File: src/rtl/evtcnt_pkg.sv
package evtcnt_pkg;

   typedef enum logic [1:0] {
      EDGE_FALL = 2'b00,
      EDGE_RISE = 2'b01,
      EDGE_BOTH = 2'b10,
      EDGE_NONE = 2'b11
   } edge_sel_e;

   localparam logic [1:0] MODE_EVENT = 2'b01;
   localparam int unsigned CFG_BITS = 5;

   typedef struct packed {
      logic      src_chain;
      edge_sel_e edge_sel;
      logic [1:0] mode;
   } cfg_t;

endpackage

File: src/rtl/evtcnt_edge_qual.sv
module evtcnt_edge_qual
   import evtcnt_pkg::*;
#(
   parameter int unsigned SYNC_STAGES = 2
) (
   input  logic      clk,
   input  logic      rst_n,
   input  logic      pin_in,
   input  edge_sel_e edge_sel,
   output logic      qual_o
);

   localparam int unsigned LAST = SYNC_STAGES - 1;

   logic [SYNC_STAGES-1:0] sync_q;
   logic                   prev_q;
   logic                   rise_w;
   logic                   fall_w;

   generate
      if (SYNC_STAGES < 2) begin : g_bad_sync
         $error("evtcnt_edge_qual: SYNC_STAGES must be at least 2");
      end
      for (genvar s = 0; s < SYNC_STAGES; s++) begin : g_sync
         if (s == 0) begin : g_first
            always_ff @(posedge clk or negedge rst_n) begin
               if (!rst_n) sync_q[0] <= 1'b0;
               else        sync_q[0] <= pin_in;
            end
         end else begin : g_next
            always_ff @(posedge clk or negedge rst_n) begin
               if (!rst_n) sync_q[s] <= 1'b0;
               else        sync_q[s] <= sync_q[s-1];
            end
         end
      end
   endgenerate

   always_ff @(posedge clk or negedge rst_n) begin
      if (!rst_n) prev_q <= 1'b0;
      else        prev_q <= sync_q[LAST];
   end

   assign rise_w =  sync_q[LAST] & ~prev_q;
   assign fall_w = ~sync_q[LAST] &  prev_q;

   always_comb begin
      unique case (edge_sel)
         EDGE_FALL: qual_o = fall_w;
         EDGE_RISE: qual_o = rise_w;
         EDGE_BOTH: qual_o = rise_w | fall_w;
         default:   qual_o = 1'b0;
      endcase
   end

endmodule

File: src/rtl/evtcnt_src_sel.sv
module evtcnt_src_sel
   import evtcnt_pkg::*;
#(
   parameter bit CHAIN_REG = 1'b0
) (
   input  logic clk,
   input  logic rst_n,
   input  cfg_t cfg,
   input  logic run,
   input  logic ext_qual,
   input  logic chain_in,
   output logic evt_en
);

   logic chain_w;
   logic src_evt_w;

   generate
      if (CHAIN_REG) begin : g_chain_reg
         logic chain_q;
         always_ff @(posedge clk or negedge rst_n) begin
            if (!rst_n) chain_q <= 1'b0;
            else        chain_q <= chain_in;
         end
         assign chain_w = chain_q;
      end else begin : g_chain_direct
         assign chain_w = chain_in;
      end
   endgenerate

   assign src_evt_w = cfg.src_chain ? chain_w : ext_qual;
   assign evt_en    = run && (cfg.mode == MODE_EVENT) && src_evt_w;

endmodule

File: src/rtl/evtcnt_core.sv
module evtcnt_core #(
   parameter int unsigned CNT_W = 16
) (
   input  logic             clk,
   input  logic             rst_n,
   input  logic             run,
   input  logic             evt_en,
   input  logic             wr_en,
   input  logic [CNT_W-1:0] wr_data,
   output logic [CNT_W-1:0] cnt_o,
   output logic             armed_o,
   output logic             uf_o
);

   localparam logic [CNT_W-1:0] ZERO = '0;
   localparam logic [CNT_W-1:0] ONE  = CNT_W'(1);

   logic [CNT_W-1:0] cnt_q;
   logic [CNT_W-1:0] reload_q;
   logic [CNT_W-1:0] reload_nxt;
   logic             armed_q;
   logic             uf_q;
   logic             at_zero;

   generate
      if (CNT_W < 2) begin : g_bad_width
         $error("evtcnt_core: CNT_W must be at least 2");
      end
   endgenerate

   assign at_zero    = (cnt_q == ZERO);
   assign reload_nxt = wr_en ? wr_data : reload_q;

   always_ff @(posedge clk or negedge rst_n) begin
      if (!rst_n) begin
         cnt_q    <= ZERO;
         reload_q <= ZERO;
         armed_q  <= 1'b0;
         uf_q     <= 1'b0;
      end else begin
         uf_q     <= 1'b0;
         reload_q <= reload_nxt;
         if (wr_en && !armed_q) begin
            cnt_q <= wr_data;
         end else if (evt_en) begin
            if (at_zero) begin
               cnt_q <= reload_nxt;
               uf_q  <= 1'b1;
            end else begin
               cnt_q <= cnt_q - ONE;
            end
         end
         if (!run)        armed_q <= 1'b0;
         else if (evt_en) armed_q <= 1'b1;
      end
   end

   assign cnt_o   = cnt_q;
   assign armed_o = armed_q;
   assign uf_o    = uf_q;

endmodule

File: src/rtl/evt_down_counter.sv
module evt_down_counter
   import evtcnt_pkg::*;
#(
   parameter int unsigned CNT_W       = 16,
   parameter int unsigned CFG_W       = 8,
   parameter int unsigned SYNC_STAGES = 2,
   parameter bit          CHAIN_REG   = 1'b0
) (
   input  logic             clk,
   input  logic             rst_n,
   input  logic             cfg_wr_en,
   input  logic [CFG_W-1:0] cfg_wr_data,
   input  logic             run,
   input  logic             cnt_wr_en,
   input  logic [CNT_W-1:0] cnt_wr_data,
   output logic [CNT_W-1:0] cnt_rd_data,
   input  logic             ext_evt_in,
   input  logic             chain_uf_in,
   output logic             uf_pulse_out,
   output logic             irq_out
);

   generate
      if (CFG_W < CFG_BITS) begin : g_bad_cfg
         $error("evt_down_counter: CFG_W too narrow for configuration fields");
      end
   endgenerate

   cfg_t cfg_q;
   logic ext_qual;
   logic evt_en;
   logic armed;
   logic uf;

   always_ff @(posedge clk or negedge rst_n) begin
      if (!rst_n)         cfg_q <= '0;
      else if (cfg_wr_en) cfg_q <= cfg_t'(cfg_wr_data[CFG_BITS-1:0]);
   end

   evtcnt_edge_qual #(.SYNC_STAGES(SYNC_STAGES)) u_edge (
      .clk      (clk),
      .rst_n    (rst_n),
      .pin_in   (ext_evt_in),
      .edge_sel (cfg_q.edge_sel),
      .qual_o   (ext_qual)
   );

   evtcnt_src_sel #(.CHAIN_REG(CHAIN_REG)) u_src (
      .clk      (clk),
      .rst_n    (rst_n),
      .cfg      (cfg_q),
      .run      (run),
      .ext_qual (ext_qual),
      .chain_in (chain_uf_in),
      .evt_en   (evt_en)
   );

   evtcnt_core #(.CNT_W(CNT_W)) u_core (
      .clk     (clk),
      .rst_n   (rst_n),
      .run     (run),
      .evt_en  (evt_en),
      .wr_en   (cnt_wr_en),
      .wr_data (cnt_wr_data),
      .cnt_o   (cnt_rd_data),
      .armed_o (armed),
      .uf_o    (uf)
   );

   assign uf_pulse_out = uf;
   assign irq_out      = uf;

endmodule

File: config.mk
export PLATFORM = sky130hd
export DESIGN_NAME = evt_down_counter
export DESIGN_NICKNAME = d
export VERILOG_FILES = /design/src/rtl/evtcnt_pkg.sv /design/src/rtl/evtcnt_edge_qual.sv /design/src/rtl/evtcnt_src_sel.sv /design/src/rtl/evtcnt_core.sv /design/src/rtl/evt_down_counter.sv
export SDC_FILE = /design/constraint.sdc
export NUM_CORES = 1
export LEC_CHECK = 0
export BUFFER_PORTS_ARGS = -buffer_cell sky130_fd_sc_hd__buf_2
export CORE_MARGIN = 8
export CORE_UTILIZATION = 40
export CTS_CLUSTER_DIAMETER = 100
export DETAILED_ROUTE_END_ITERATION = 8
export MAX_ROUTING_LAYER = met4
export PLACE_DENSITY = 0.71
export SYNTH_ARGS = -nofsm -noshare
export SYNTH_HDL_FRONTEND = slang
export SYNTH_SLANG_ARGS = --single-unit
File: constraint.sdc
create_clock -name clk -period 2.94 [get_ports clk]
set_clock_uncertainty 0.1 [all_clocks]
set_input_delay 0.441 -clock clk [delete_from_list [all_inputs] [get_ports clk]]
set_output_delay 0.441 -clock clk [all_outputs]
set_load 0.01 [all_outputs]
==> results.md <==
- Run status: finished, final reports clean
- CTS tree: yes
- Fin. Hold Viols: 0
- Number of distinct library cells after synthesis: 46
- Layout Nets: 299
- Routed vias: 1823
- Ant. Diodes: 0
- Global-route wire length before repair: 9310 um
- IO Port Bufs: 45
- WP data arrival: 2.28 ns
- WS Path Type: flip-flop to flip-flop
- CP endpoint kind: flip-flop
- Final setup TNS: 0 ns
- Reg clk slew, reported paths: 0.08 ns
- Hold buffers post-CTS: 0
- Depth of the CTS H-tree: 2
- GRT Util Overall: 13.8%
- # IOs: 49
- Antenna Nets Post-Route: 0
- 1st-pass router iterations: 4
- Mean Syn Cell Area: 10.4 sq um
- DRC viols: 0
- Max cap viols: 0
- Clock root buffer: clkbuf_8
- Pwr/cell area: 541 nW/um^2
- Die ar.: 8410 sq um
- Setup Viol. Count Final: 0
- Hold Startpoint: ext_evt_in
- LEAKAGE: 1.17 nW
- FP Rows: 27
- Hold Slack: 0.153 ns
- Reg2reg end: u_core.cnt_o[11]
- Reg-to-reg startpoint: u_core.cnt_o[0]
- Synth Cell Area: 2290 sq um
- DR iter-0 viols: 122
- CP Data Required Time: 3.00 ns
- Hold crit path type: input port to flip-flop
- Post-synthesis register bit count: 42
- R2R cell count: 6
- Worst slew pin tran: 0.944 ns
- CTS Buffer Depth: 2
- Initial Utilization: 41.6%
- Area grow syn2layout: 16.5%
- Seq/Total Area, Yosys: 45.9%
- Post-CTS resize count: 0
- Placer Congestion: 0.845
- Kind of start point of the critical path: flip-flop
- Vias in the first global route: 1881
- Warnings, synthesis: 0
- Largest net degree at the start of global routing: 43
- Vias per cell: 5.41
- Core Region: 5510 sq um
- Final period util: 75.5%
- FF-to-FF setup slack: 0.72 ns
- GR Util met3: 2.93%
- Total CTS buffers: 5
- Mapped Nets: 256
- Peak supply drop: 0.258 mV
- Hold Crit Depth: 1
- Min-Delay Endpoint: u_edge.sync_q[0]
- Width of the die: 91.7 um
- M1 GR Usage: 17.7%
- Max Slew Vio Count: 0
- Total gr overflow: 0
- F_max: 0.451 GHz
- Hpwl dp: 3950 um
- Worst slew margin: 37.1%
- Routed wire per std cell: 16.2 um
- Synth Instances: 221
- Postcts setup bufs: 0
- Busiest layer in global routing: met2
- Layout cells sized above 1: 34.0%
- CP Max Fanout: 7
- Die height: 91.7 um
- Post-Route WL: 5460 um
- CTS sink cnt: 42
- Met2 Use GR: 20.8%
- RSZ-0062 raised after global routing: false
- Clock latency on the worst-skew pair: 0.29 ns
- Final min period: 2.22 ns
- Initial antenna violation count: 0
## cells in the final DEF, fill, tap and decap left out, types with 2 or more instances in the layout
master / instances
nand2_1: 18
a31oi_1: 2
mux2i_1: 7
o22ai_1: 8
dfrtp_1: 42
xor2_1: 3
nor4_2: 3
inv_1: 5
a21o_1: 3
a21oi_1: 15
nand3_1: 6
o31a_1: 2
mux2_2: 20
buf_2: 45
nand2b_1: 5
o21ai_0: 8
nor2_1: 15
clkbuf_8: 6
xnor2_1: 6
nor3_1: 6
nor3b_1: 2
buf_4: 5
o211ai_2: 2
ha_1: 4
o211ai_1: 5
or4_4: 2
## flip-flops by register name, indices dropped and copies added, names as in the netlist
signal / flops
u_core.armed_o: 1
u_edge.prev_q: 1
u_core.reload_q: 16
u_edge.sync_q: 2
u_core.cnt_o: 16
u_core.uf_o: 1
cfg_q: 5
## logic make-up (layout without fill, tap and decap cells)
group | Yosys count | after routing | share of synthesized area (%)
DFF | 42 | 42 | 45.9
adders and majority gates | 4 | 4 | 2.18
and+or+nand+nor | 70 | 70 | 17.8
muxes | 27 | 27 | 12.9
AOI/OAI and AO/OA | 50 | 50 | 14.1
buffers and inverters | 19 | 63 | 3.71
xor gates and xnor gates | 9 | 9 | 3.44
## synthesized netlist by cell type, drive strengths merged
cell | number | share of area (%)
ha | 4 | 2.2
or3 | 1 | 0.27
nor4 | 5 | 2.8
o31a | 2 | 0.76
inv | 5 | 0.82
and3 | 1 | 0.27
a311oi | 1 | 0.38
a2bb2oi | 1 | 0.38
nand4 | 1 | 0.27
a41oi | 1 | 0.38
o211ai | 7 | 2.7
or3b | 1 | 0.38
nor3b | 2 | 0.66
xor2 | 3 | 1.1
or2 | 1 | 0.27
a21o | 3 | 0.98
nand3 | 7 | 1.7
mux2 | 20 | 9.8
dfrtp | 42 | 46
nand2b | 5 | 1.4
and4 | 1 | 0.38
a21oi | 15 | 3.3
o31ai | 1 | 0.33
o21ai | 8 | 1.7
nand2 | 18 | 2.9
nor3 | 7 | 2.0
nand4b | 1 | 0.38
or4 | 2 | 0.98
buf | 5 | 1.4
clkbuf | 9 | 1.5
nor2b | 1 | 0.27
nor2 | 16 | 2.7
mux2i | 7 | 3.1
o41ai | 1 | 0.38
a31oi | 2 | 0.55
xnor2 | 6 | 2.3
o22ai | 8 | 2.2
## layout make-up
class	count	area, sq um
Timing Repair Buffer	50	263
Fill cell	516	2840
Inverter	5	18.8
Clock buffer	7	86.3
Sequential cell	42	1050
Multi-Input combinational cell	160	1150
Tap cell	72	90.1
Clock inverter	1	5.00
## power by group
part | switching [mW] | total, mW | internal [mW]
clock | 0.189 | 0.379 | 0.190
combinational | 0.174 | 0.327 | 0.153
sequential | 0.0919 | 0.737 | 0.645
## worst max-delay path by stage
stage / slack [ns] / startpoint / cells past startpoint / to
floorplan: 0.89 / u_core.cnt_o[0] / 6 / u_core.cnt_o[11]
global route: 0.60 / u_core.cnt_o[0] / 6 / u_core.cnt_o[11]
finish: 0.72 / u_core.cnt_o[0] / 6 / u_core.cnt_o[11]
global placement: 0.77 / u_core.cnt_o[0] / 6 / u_core.cnt_o[11]
detailed placement: 0.73 / u_core.cnt_o[0] / 6 / u_core.cnt_o[11]
CTS: 0.71 / u_core.cnt_o[0] / 6 / u_core.cnt_o[11]
## per-layer routing
layer | part of all wire (%) | wire length, um
met4 | 1.5 | 84
met2 | 46 | 2510
met5 | 0 | 0
met3 | 5.2 | 283
met1 | 47 | 2580
## critical path, cell delays in order (launching register included)
cell and delay [ns]:
dfrtp_1 0.46, inv_1 0.11, ha_1 0.16, or3b_2 0.53, nor3_4 0.37, mux2i_1 0.26, o211ai_2 0.09
## per-stage QoR
| stage | worst slack (ns) | total power [mW] | instance area [sq um] | std cells | utilization [%] |
|---|---|---|---|---|---|
| 6_report | 0.722 | 1.44 | 2670 | 337 | 48.5 |
| 5_1_grt | 0.602 | 1.53 | 2670 | 337 | 48.5 |
| 4_1_cts | 0.707 | 1.46 | 2670 | 337 | 48.5 |
| 3_5_place_dp | 0.732 | 1.07 | 2580 | 329 | 46.8 |
| 3_3_place_gp | 0.769 | 1.06 | 2580 | 329 | 46.8 |
| 2_1_floorplan | 0.887 | 0.947 | 2290 | 221 | - |
No activity file was read; power rests on OpenSTA's default activity.
